File: src/rtl/tdm_fir_pkg.sv
package tdm_fir_pkg;
    localparam int unsigned NTAP = 4;
    localparam int unsigned SW   = $clog2(NTAP);

    typedef enum logic {
        SEQ_IDLE = 1'b0,
        SEQ_RUN  = 1'b1
    } seq_state_t;
endpackage

File: src/rtl/fir_seq.sv
module fir_seq
    import tdm_fir_pkg::*;
(
    input  logic          clk,
    input  logic          rst_n,
    input  logic          smp_vld_i,
    output logic          accept_o,
    output logic [SW-1:0] step_o,
    output logic          first_o,
    output logic          mac_en_o,
    output logic          fin_o,
    output logic          ovr_o
);
    localparam logic [SW-1:0] STEP_LAST = SW'(NTAP - 1);

    seq_state_t    st_q, st_d;
    logic [SW-1:0] step_q;
    logic          fin_q, ovr_q;
    logic          last;

    assign last     = (st_q == SEQ_RUN) && (step_q == STEP_LAST);
    assign accept_o = smp_vld_i && ((st_q == SEQ_IDLE) || last);
    assign first_o  = (st_q == SEQ_RUN) && (step_q == '0);
    assign mac_en_o = (st_q == SEQ_RUN);
    assign step_o   = step_q;
    assign fin_o    = fin_q;
    assign ovr_o    = ovr_q;

    // next-state decode
    always_comb begin
        st_d = st_q;
        unique case (st_q)
            SEQ_IDLE: if (smp_vld_i) st_d = SEQ_RUN;             // idle_to_run
            SEQ_RUN:  if (last && !smp_vld_i) st_d = SEQ_IDLE;   // run_to_idle
            default:  st_d = SEQ_IDLE;
        endcase
    end

    // state register
    always_ff @(posedge clk) begin
        if (!rst_n) st_q <= SEQ_IDLE;
        else        st_q <= st_d;
    end

    // outputs: step counter, finish flag, sticky overrun
    always_ff @(posedge clk) begin
        if (!rst_n) begin
            step_q <= '0;
            fin_q  <= 1'b0;
            ovr_q  <= 1'b0;
        end else begin
            if (accept_o)              step_q <= '0;              // idle_to_run / run_chain
            else if (st_q == SEQ_RUN)  step_q <= step_q + SW'(1); // run_step
            fin_q <= last;
            if (smp_vld_i && !accept_o) ovr_q <= 1'b1;
        end
    end


    step_adv_chk: assert property (@(posedge clk) disable iff (!rst_n)
        (st_q == SEQ_RUN && step_q != STEP_LAST) |=> (step_q == $past(step_q) + SW'(1)));

    sticky_ovr_chk: assert property (@(posedge clk) disable iff (!rst_n)
        ovr_q |=> ovr_q);

    busy_drop_chk: assert property (@(posedge clk) disable iff (!rst_n)
        (smp_vld_i && st_q == SEQ_RUN && step_q != STEP_LAST) |=> ovr_q);
endmodule

File: src/rtl/fir_taps.sv
module fir_taps
    import tdm_fir_pkg::*;
#(
    parameter int unsigned DW = 16
) (
    input  logic                 clk,
    input  logic                 rst_n,
    input  logic                 shift_i,
    input  logic signed [DW-1:0] din_i,
    input  logic [SW-1:0]        sel_i,
    output logic signed [DW-1:0] tap_o
);
    logic signed [DW-1:0] line_q [NTAP];

    for (genvar g = 0; g < NTAP; g++) begin : g_line
        if (g == 0) begin : g_head
            always_ff @(posedge clk) begin
                if (!rst_n)       line_q[g] <= '0;
                else if (shift_i) line_q[g] <= din_i;
            end
        end else begin : g_body
            always_ff @(posedge clk) begin
                if (!rst_n)       line_q[g] <= '0;
                else if (shift_i) line_q[g] <= line_q[g-1];
            end
        end
    end

    assign tap_o = line_q[sel_i];


    hold_line_chk: assert property (@(posedge clk) disable iff (!rst_n)
        !shift_i |=> $stable(line_q[NTAP-1]));

    shift_order_chk: assert property (@(posedge clk) disable iff (!rst_n)
        shift_i |=> (line_q[1] == $past(line_q[0])));
endmodule

File: src/rtl/fir_mac.sv
module fir_mac #(
    parameter int unsigned DW = 16,
    parameter int unsigned CW = 16,
    parameter int unsigned AW = DW + CW + 2
) (
    input  logic                 clk,
    input  logic                 rst_n,
    input  logic                 en_i,
    input  logic                 clr_i,
    input  logic signed [DW-1:0] a_i,
    input  logic signed [CW-1:0] b_i,
    output logic signed [AW-1:0] acc_o
);
    localparam int unsigned PW = DW + CW;

    logic signed [PW-1:0] prod;
    logic signed [AW-1:0] prod_x;
    logic signed [AW-1:0] acc_q;

    assign prod   = a_i * b_i;
    assign prod_x = AW'(prod);

    always_ff @(posedge clk) begin
        if (!rst_n)     acc_q <= '0;
        else if (en_i)  acc_q <= clr_i ? prod_x : acc_q + prod_x;
    end

    assign acc_o = acc_q;


    acc_hold_chk: assert property (@(posedge clk) disable iff (!rst_n)
        !en_i |=> $stable(acc_q));
endmodule

File: src/rtl/tdm_fir4.sv
module tdm_fir4
    import tdm_fir_pkg::*;
#(
    parameter int unsigned DW = 16,
    parameter int unsigned CW = 16
) (
    input  logic                     clk,
    input  logic                     rst_n,
    input  logic                     smp_valid_i,
    input  logic signed [DW-1:0]     smp_data_i,
    input  logic [4*CW-1:0]          coef_i,
    output logic                     res_valid_o,
    output logic signed [DW+CW+1:0]  res_data_o,
    output logic                     ovr_o
);
    localparam int unsigned AW = DW + CW + 2;

    logic                 in_vld_q;
    logic signed [DW-1:0] in_dat_q;
    logic                 accept, first, mac_en, fin;
    logic [SW-1:0]        step;
    logic signed [DW-1:0] tap;
    logic signed [CW-1:0] coef_a [NTAP];
    logic signed [AW-1:0] acc;

    // input boundary register
    always_ff @(posedge clk) begin
        if (!rst_n) begin
            in_vld_q <= 1'b0;
            in_dat_q <= '0;
        end else begin
            in_vld_q <= smp_valid_i;
            in_dat_q <= smp_data_i;
        end
    end

    for (genvar g = 0; g < NTAP; g++) begin : g_coef
        assign coef_a[g] = coef_i[g*CW +: CW];
    end

    fir_seq u_seq (
        .clk      (clk),
        .rst_n    (rst_n),
        .smp_vld_i(in_vld_q),
        .accept_o (accept),
        .step_o   (step),
        .first_o  (first),
        .mac_en_o (mac_en),
        .fin_o    (fin),
        .ovr_o    (ovr_o)
    );

    fir_taps #(.DW(DW)) u_taps (
        .clk    (clk),
        .rst_n  (rst_n),
        .shift_i(accept),
        .din_i  (in_dat_q),
        .sel_i  (step),
        .tap_o  (tap)
    );

    fir_mac #(.DW(DW), .CW(CW), .AW(AW)) u_mac (
        .clk  (clk),
        .rst_n(rst_n),
        .en_i (mac_en),
        .clr_i(first),
        .a_i  (tap),
        .b_i  (coef_a[step]),
        .acc_o(acc)
    );

    // output boundary register
    always_ff @(posedge clk) begin
        if (!rst_n) begin
            res_valid_o <= 1'b0;
            res_data_o  <= '0;
        end else begin
            res_valid_o <= fin;
            if (fin) res_data_o <= acc;
        end
    end


    pulse_once_chk: assert property (@(posedge clk) disable iff (!rst_n)
        res_valid_o |=> !res_valid_o);

    out_hold_chk: assert property (@(posedge clk) disable iff (!rst_n)
        !res_valid_o |-> $stable(res_data_o) || $past(fin));
endmodule

File: config.mk
export PLATFORM = sky130hd
export DESIGN_NAME = tdm_fir4
export DESIGN_NICKNAME = d
export VERILOG_FILES = /design/src/rtl/tdm_fir_pkg.sv /design/src/rtl/fir_seq.sv /design/src/rtl/fir_taps.sv /design/src/rtl/fir_mac.sv /design/src/rtl/tdm_fir4.sv
export SDC_FILE = /design/constraint.sdc
export NUM_CORES = 1
export LEC_CHECK = 0
export ABC_CLOCK_PERIOD_IN_PS = 9350
export BUFFER_PORTS_ARGS = -buffer_cell sky130_fd_sc_hd__buf_2
export CORE_MARGIN = 5
export CORE_UTILIZATION = 57
export CTS_CLUSTER_DIAMETER = 120
export CTS_CLUSTER_SIZE = 12
export DETAILED_ROUTE_END_ITERATION = 10
export PLACE_DENSITY_LB_ADDON = 0.05
export SLEW_MARGIN = 20
export SYNTH_ARGS = -nofsm -noshare
export SYNTH_HDL_FRONTEND = slang
export SYNTH_SLANG_ARGS = --single-unit
File: constraint.sdc
create_clock -name clk -period 9.35 [get_ports clk]
set_clock_uncertainty 0.05 [all_clocks]
set_input_delay 1.4025 -clock clk [delete_from_list [all_inputs] [get_ports clk]]
set_output_delay 1.4025 -clock clk [all_outputs]
set_load 0.005 [all_outputs]
; ---- Yosys cells after proc, flatten, opt, wreduce, memory -nomap -nowiden
; Memories as Yosys holds them, arrays and structs flattened. A register that Yosys moved wholly into a read port is not among the register bits.
; Index checks and enable logic that the tools add are counted.
[op_classes]
muxes = 17
n_reduce_logical = 10
n_mul = 1
magnitude_cmp = 1
eq_ne = 1
bitwise = 7
n_addsub = 2
[op_table]
columns = op, count
row1 = two-way mux 16 bit, 6
row2 = adder 34 x 32 -> 34 bit, 1
row3 = two-way mux 34 bit, 1
row4 = binary-select mux 16 bit (select 2 bit), 1
row5 = multiplier 16 x 16 -> 32 bit, 1
row6 = two-way mux 1 bit, 6
row7 = logical AND 1 bit, 5
row8 = two-way mux 2 bit, 2
row9 = bitwise OR 1 bit, 4
row10 = greater-or-equal comparator 3 bit (second input constant), 1
row11 = NOT 2 -> 3 bit, 1
row12 = adder 2 x 1 -> 2 bit (second input constant), 1
row13 = equality test 2 bit (second input constant), 1
row14 = zero test 1 bit, 2
row15 = zero test 2 bit, 1
row16 = NOT 1 bit, 2
row17 = one-hot mux 1 bit (2 select lines), 1
row18 = OR reduction 2 bit, 1
row19 = logical OR 1 bit, 1
[word_totals]
output_inout_bits = 36
inputBits = 83
mem_bits_rw = 64
word_cells = 49
mem_count = 1
register_bits = 91
[memory_table]
columns = memory, words, width, read_ports, rd_ports_with_merged_regs, wr, line_no
row1 = u_taps.line_q, 4, 16, 4, 1, 4, fir_taps.sv:13  ; logic signed [DW-1:0] line_q [NTAP];

; ---- Logic depth before layout (Yosys ltp)
; Gate-level depths: netlist of the first run.
[logic_depth]
word_depth = 8
depth_mapped = 38
mapped_depth_nobuf = 35

; ---- By module
; Synthesis of the first run repeated with hierarchy kept, for this count alone.
[unflattened]
cells_unflattened = 1852
hier_area_um2 = 18215.0
[by_module_without_submodules]
columns = mod, seq_area_each_um2, area_per_inst_um2, cells_per_inst, instances
row1 = fir_mac, 680.7, 13002.5, 1499, 1
row2 = fir_taps, 1921.8, 2805.2, 163, 1
row3 = tdm_fir4, 1041.0, 2177.1, 167, 1
row4 = fir_seq, 100.1, 230.2, 23, 1

; ---- Worst setup path before layout of the first run
; OpenSTA, ideal clock, no wires.
[synth_timing]
path_type = in2reg
startpoint = input coef_i[52]
endpoint = register u_mac.acc_q[32] (netlist: u_mac.acc_o[32])
stages = 34
t_arrival_ps = 8862
path_buffers = 2
setup_time_ps = 123
t_required_ps = 9177
slack_ps = 315
path_cell_list = mux2_2 o21ai_1 clkbuf_1 nor2_1 fa_1 inv_1 fa_1 fa_1 inv_1 fa_1 fa_1 inv_1 fa_1 inv_1 ha_1 clkbuf_1 o2111ai_1 and3_1 a2bb2oi_1 a31oi_1 a21oi_1 o21ai_0 xor2_1 ha_1 a21o_1 nand2_1 nand2_1 a21o_1 a21o_1 a21o_1 a211o_1 nand3_1 mux2i_1 a31oi_1
[synth_between]
elab_chain_len = 6
[synth_lines]
columns = element, line_no
row1 = "start, declared", tdm_fir4.sv:11  ; input logic [4*CW-1:0] coef_i,
row2 = binary-select mux 16 bit (select 2 bit) *, tdm_fir4.sv:68  ; .b_i (coef_a[step]),
row3 = two-way mux 16 bit (not written as such) * (2 in series), tdm_fir4.sv:68
row4 = multiplier 16 x 16 -> 32 bit *, fir_mac.sv:20  ; assign prod = a_i * b_i;
row5 = adder 34 x 32 -> 34 bit, fir_mac.sv:25  ; else if (en_i) acc_q <= clr_i ? prod_x : acc_q + prod_x;
row6 = two-way mux 34 bit *, fir_mac.sv:25
row7 = "end signal, assigned", fir_mac.sv:25
row8 = "end, declared", fir_mac.sv:18  ; logic signed [AW-1:0] acc_q;
; Mark *: on every way between the ends. The rest lies on a longest branch, timed or not. The select of a mux whose other input is x is not followed.
; A chain may end at the register's enable or synchronous reset.

; ---- Final worst setup path of the first run
[layout_timing]
startpoint = input coef_i[55]
endpoint = register u_mac.acc_q[33] (netlist: u_mac.acc_o[33])
; Same word-level chain as after synthesis.

==> implementation parameters, run 1 <==
Parameter                              Value

Outcome
  Outcome    completed

Timing
  Post-route worst setup slack    0.327 ns
  Pin slew with the least headroom to its limit    1.08 ns
  Remaining max-slew budget at the tightest pin    0.283
  Ratio of final minimum period to clock period    0.965
  Max-slew violation total from the final report    0
  Final Hold Vio Count    0
  Count of endpoints failing setup in the final report    0
  Achievable clock frequency    111 MHz
  Min Tclk post-route    9.02 ns

Synth
  Top cells by area, synth    fa_1 (29%), edfxtp_1 (11%), dfxtp_1 (10%)
  Post-synth top area share    0.294
  Synth Area per Inst    9.42 um2
  Sequential-to-total area share from yosys stat    0.211
  Net Count, Synth    2366
  Number of instances in the synthesized netlist    1902
  Flip-flop and latch count after synthesis    157
  Top cell types by occurrence after synthesis    inv_1 (317), fa_1 (263), nand2_1 (183)
  Synthesis warning total    0
  Largest area contributor in the synthesized netlist    fa_1
  Number of enable-type register cells in the synthesized netlist    64
  Count of cell types in the netlist    61
  Most used standard cell by instance count after synthesis    inv_1
  Dominant register cell in the synthesized netlist    dfxtp_1
  Async S/R FF share, synth    0
  Post-synthesis instance area    17900 um2

Min path
  Worst Hold Class    flop to flop

Setup path
  Peak fanout along the critical path    7
  Worst R2R Setup Slack    0.54 ns
  Nature of the critical path endpoint    flop
  Worst path arrival time    9.34 ns
  Launch point of the critical path    coef_i[55]
  Data required time at the worst endpoint    9.67 ns
  Crit Reg-Reg Endpoint    u_mac.acc_o[33]
  Reg2Reg Launch Point    u_seq.step_o[1]
  Critical path startpoint category    input port
  Reg2Reg Depth    34
  Setup CP Type    input port to flop
  Endpoint of the worst setup timing path    u_mac.acc_o[33]

Place
  Worst setup slack after placement    -0.162 ns
  Final Wtd Congestion    0.937
  Port Buf Inserts    118
  Placed wire-length estimate after detailed placement    36000 um

Floorplanning
  Placement Rows    65
  Horizontal die dimension    187 um
  DIE AREA    35100 um2
  I/O pins    119
  Die extent in y    187 um
  Std-Cell Core Area    31300 um2
  Initial Utilization    0.572

Clock tree
  Total number of clock tree sinks    157
  CTS root buffer    clkbuf_16
  CTS Buffer Depth    2
  Clock tree from TritonCTS    yes
  Cts bufs inserted    17
  Hold Buf Count CTS    0
  Clock transition at the registers of the reported paths    0.06 ns
  Worst-Skew Late Latency    0.43 ns
  H-tree Lvls    4

Global route
  GRT Util Overall    0.264
  Number of global-route vias before repair    13.7k
  Antenna violations before repair    0
  First-pass GRT wire length    73700 um
  Maximum number of pins on one net before global-route repair    72
  GR Overflow Total    0

Drt
  Antenna-violating nets left    0
  Vias per Instance    5.46
  Iteration-0 DRC count of the detailed router    1019
  Vias post-DR    13.3k
  DRC viols    0
  Aggregate routed wire length    44500 um
  Number of iterations in the first detailed-routing pass    5
  Routed WL per cell    18.2 um

Final layout
  Fraction of final layout cells sized beyond drive strength 1    0.136
  N_diodes    0
  NumNets Final    2493
  Area growth from synthesis to layout    11.3%

Job
  Maximum capacitance violations    0
worst max-delay path, stage by stage:
cell      delay (ns)
buf_2           0.09
mux4_2          0.59
buf_4           0.21
buf_4           0.14
nand2_1         0.16
fa_1            0.42
inv_1           0.22
fa_1            0.49
fa_1            0.60
fa_1            0.46
fa_1            0.53
fa_1            0.43
ha_1            0.36
and4_4          0.22
and3_4          0.18
a221o_1         0.31
a22o_1          0.20
or3_1           0.37
a31o_1          0.23
a21oi_2         0.17
xnor2_2         0.23
ha_1            0.39
o211a_1         0.15
a221oi_2        0.33
and3b_1         0.21
mux2i_1         0.06
a31oi_1         0.16
worst min path at each step:
stage | from | to | cells past startpoint
global route | u_seq.ovr_o | u_seq.ovr_o | 2
detailed placement | u_seq.ovr_o | u_seq.ovr_o | 2
floorplan | u_seq.ovr_o | u_seq.ovr_o | 2
global placement | u_seq.ovr_o | u_seq.ovr_o | 2
finish | u_seq.ovr_o | u_seq.ovr_o | 2
CTS | u_seq.ovr_o | u_seq.ovr_o | 2
registers in the layout (all words and copies together), names as in the netlist, named ones only:
signal          count
u_seq.step_o        2
u_mac.acc_o        34
res_valid_o         1
u_taps.line_q      64
u_seq.ovr_o         1
in_dat_q           16
in_vld_q            1
u_seq.fin_o         1
u_seq.mac_en_o      1
res_data_o         34
cell usage in the layout, fill, tap and decap left out, types with 15 or more instances in the layout:
master / Yosys / final
a21o_1: 27 / 27
a21oi_1: 71 / 70
and2_1: 111 / 111
buf_2: 0 / 118
buf_4: 0 / 62
clkbuf_16: 0 / 19
dfxtp_1: 93 / 90
edfxtp_1: 64 / 64
fa_1: 263 / 262
ha_1: 118 / 116
inv_1: 317 / 317
mux2_2: 19 / 19
mux2i_1: 70 / 70
nand2_1: 183 / 182
nor2_1: 178 / 177
nor2b_1: 16 / 16
o21a_1: 25 / 23
o21ai_0: 55 / 53
o21ai_1: 13 / 15
xnor2_1: 45 / 44
per-layer routing:
metal	global-route usage	routed length [um]	up-vias
met5	0	0	-
met4	0.0648	901	0
li1	-	-	6320
met1	0.385	20300	6587
met3	0.0431	2870	46
met2	0.417	20400	395
stage by stage:
step | instance area (um2) | util | hold WS (ns) | setup TNS (ns) | std cells
after floorplan | 17900 | - | 0.410 | 0 | 1902
after global placement | 19200 | 0.615 | 0.397 | 0 | 2403
after detailed placement | 19200 | 0.615 | 0.408 | -0.335 | 2403
after CTS | 19800 | 0.632 | 0.423 | 0 | 2435
after global routing | 19900 | 0.637 | 0.437 | -0.0463 | 2444
final | 19900 | 0.637 | 0.413 | 0 | 2444
cell families (layout without fill, tap and decap cells):
group	Yosys count	in the layout	share of synthesized area
AOI/OAI and AO/OA	258	258	0.0907
xor gates and xnor gates	58	58	0.0288
adders and majority gates	381	381	0.376
buffers and inverters	396	536	0.0829
DFF	157	157	0.211
muxes	102	102	0.0674
and+or+nand+nor	550	550	0.143
area by class of cell:
class	instances	area (um2)
Clock buffer	25	499
Clock inverter	7	52.6
Timing Repair Buffer	187	1190
Multi-Input combinational cell	1349	12700
Inverter	317	1190
Fill cell	2617	11400
Tap cell	402	503
Sequential cell	157	3790
what timing repair did:
item,4_1_cts,5_1_grt
endpoints found under the hold margin,0,0
setup endpoints to repair,0,4
resized for setup,0,17
setup buffers,0,9
Power of run 1 is not shown: default switching activity piles up to over one toggle a cycle in this logic, so the estimate is an artifact.
==> inputs of run 2 (changes only) <==
--- a/config.mk
+++ b/config.mk
@@ -13,6 +13,7 @@
 export CTS_CLUSTER_SIZE = 12
 export DETAILED_ROUTE_END_ITERATION = 10
 export PLACE_DENSITY_LB_ADDON = 0.05
+export REMOVE_ABC_BUFFERS = 1
 export SLEW_MARGIN = 20
 export SYNTH_ARGS = -nofsm -noshare
 export SYNTH_HDL_FRONTEND = slang
==> run 2 against run 1 <==
Compared with the run above: register-to-register slack worse by 0.04 ns; routed wire length down 5.2%; cell count up 1.3%; sequential cell count unchanged; worst setup slack better by 0.072 ns; via count down 0.96%; clock-buffer cell count down 7; utilization up 0.76 points; critical path depth up 6; critical endpoint unchanged.
==> implementation parameters, run 2 (same netlist as run 1, synthesis figures left out) <==
Parameter                              Value

Timing
  Achievable clock frequency    112 MHz
  Pin slew with the least headroom to its limit    0.876 ns
  Count of endpoints failing setup in the final report    0
  Max-slew violation total from the final report    0
  Final Hold Vio Count    0
  Remaining max-slew budget at the tightest pin    0.410
  Unrepaired setup endpoints after global routing    no
  Min Tclk post-route    8.95 ns
  Ratio of final minimum period to clock period    0.957

Setup path
  Critical path buffers and inverters    6
  Max incr delay on CP    0.61 ns
  WP depth    33
  Endpoint of the worst setup timing path    u_mac.acc_o[33]
  Crit Reg-Reg Endpoint    u_mac.acc_o[33]
  Max stage delay cell, worst path    mux4_2
  Data required time at the worst endpoint    9.68 ns
  Launch point of the critical path    coef_i[50]
  Setup CP Type    input port to flop
  Reg2Reg Depth    33
  Worst R2R Setup Slack    0.50 ns
  CP most frequent cell    fa_1
  Critical path startpoint category    input port
  Worst path arrival time    9.28 ns
  Cell family contributing the most delay on the critical path    adder cells
  Nature of the critical path endpoint    flop
  Peak fanout along the critical path    9

Final layout
  Share of the core filled with cells in the final layout    0.644
  N_diodes    0
  Area taken by flip-flops and latches    3790 um2
  Area of the multi-input gates    12700 um2
  Leading cell type in the layout, fill and taps excluded    inv_1
  Flip-flop count of the largest register, all copies and words added    64
  Commonest cells after routing, fill and taps aside    inv_1 (317), fa_1 (262), nand2_1 (182)
  Layout filler cell count    2640
  Biggest register    u_taps.line_q
  Fraction of final layout cells sized beyond drive strength 1    0.148
  NumNets Final    2525
  Area growth from synthesis to layout    12.6%
  Finished Layout Cells    2476

Job
  Maximum capacitance violations    0

Drt
  Number of iterations in the first detailed-routing pass    5
  Vias post-DR    13.2k
  Routed WL per cell    17.0 um
  DRC viols    0
  Antenna-violating nets left    0
  Aggregate routed wire length    42200 um
  Iteration-0 DRC count of the detailed router    608
  Vias per Instance    5.34

Clock tree
  Clock transition at the registers of the reported paths    0.06 ns
  Total number of clock tree sinks    157
  Clock tree from TritonCTS    yes
  CTS root buffer    clkbuf_16
  H-tree Lvls    4
  Cts bufs inserted    17
  Worst-Skew Late Latency    0.46 ns
  CTS Buffer Depth    2
  Hold Buf Count CTS    0

Floorplanning
  Initial Utilization    0.572
  DIE AREA    35100 um2
  Std-Cell Core Area    31300 um2
  Placement Rows    65
  Die extent in y    187 um
  I/O pins    119
  Horizontal die dimension    187 um

Place
  Port Buf Inserts    118
  Placed wire-length estimate after detailed placement    34200 um
  # placed instances    2442
  Final Wtd Congestion    0.923

Global route
  Antenna violations before repair    0
  First-pass GRT wire length    71100 um
  GRT Util Overall    0.251
  Maximum number of pins on one net before global-route repair    72
  Number of global-route vias before repair    13.9k
  GR Overflow Total    0

Min path
  Worst Hold Class    flop to flop

Outcome
  Outcome    completed
## run 2: cell count changes in the layout (fill, tap and decap cells not counted), sizes merged
| cell | change |
|---|---|
| clkbuf | -7 |
| bufinv | +3 |
| clkinv | +1 |
| clkinvlp | +1 |
| buf | +32 |
| inv | +2 |
## run 2: area by class of cell
class	count	share of cell area
flip-flops and latches	157	0.188
well taps	402	0.0249
clock inverters	14	0.00905
multi-input cells	1349	0.629
inverters	317	0.0590
clock buffers	18	0.0213
repair buffers	219	0.0687
## run 2: layer usage
| layer | up-vias | GRT usage | share of wire |
|---|---|---|---|
| li1 | 6388 | - | - |
| met1 | 6417 | 0.350 | 0.46 |
| met2 | 354 | 0.402 | 0.46 |
| met3 | 61 | 0.0521 | 0.059 |
| met4 | 0 | 0.0700 | 0.021 |
| met5 | - | 0 | 0 |
## run 2: repair_timing
| item | CTS | global route |
|---|---|---|
| setup endpoints to repair | 0 | 7 |
| buffers inserted | 0 | 1 |
| gates resized for setup | 0 | 9 |
## run 2: worst min path at each step
stage | from | to | slack, ns | depth (start not counted)
after global routing | res_data_o[32] | res_data_o[32] | 0.48 | 2
after detailed placement | u_seq.ovr_o | u_seq.ovr_o | 0.40 | 2
final | res_data_o[4] | res_data_o[4] | 0.44 | 2
after floorplan | u_seq.ovr_o | u_seq.ovr_o | 0.41 | 2
after global placement | u_seq.ovr_o | u_seq.ovr_o | 0.41 | 2
after CTS | u_seq.ovr_o | u_seq.ovr_o | 0.43 | 2
## run 2: per-stage QoR
stage                     TNS [ns]  hold slack (ns)  instance area [um2]  worst slack [ns]
after global placement     -0.0151            0.411                19500           -0.0151
after floorplan                  0            0.410                17600            0.0676
final                            0            0.437                20200             0.399
after detailed placement    -0.153            0.404                19500            -0.153
after global routing             0            0.480                20200           0.00542
after CTS                        0            0.432                20100             0.223
## run 2: worst register-to-register path, delay by kind of cell, from the launching register on
family                     cells  cell delay, ns
AOI/OAI and AO/OA             11            2.80
xor gates and xnor gates       1            0.16
adders and majority gates      8            3.61
buffers and inverters          5            0.36
DFF                            1            0.53
muxes                          2            0.47
and+or+nand+nor                6            0.80
Power of run 2 is left out for the same reason.
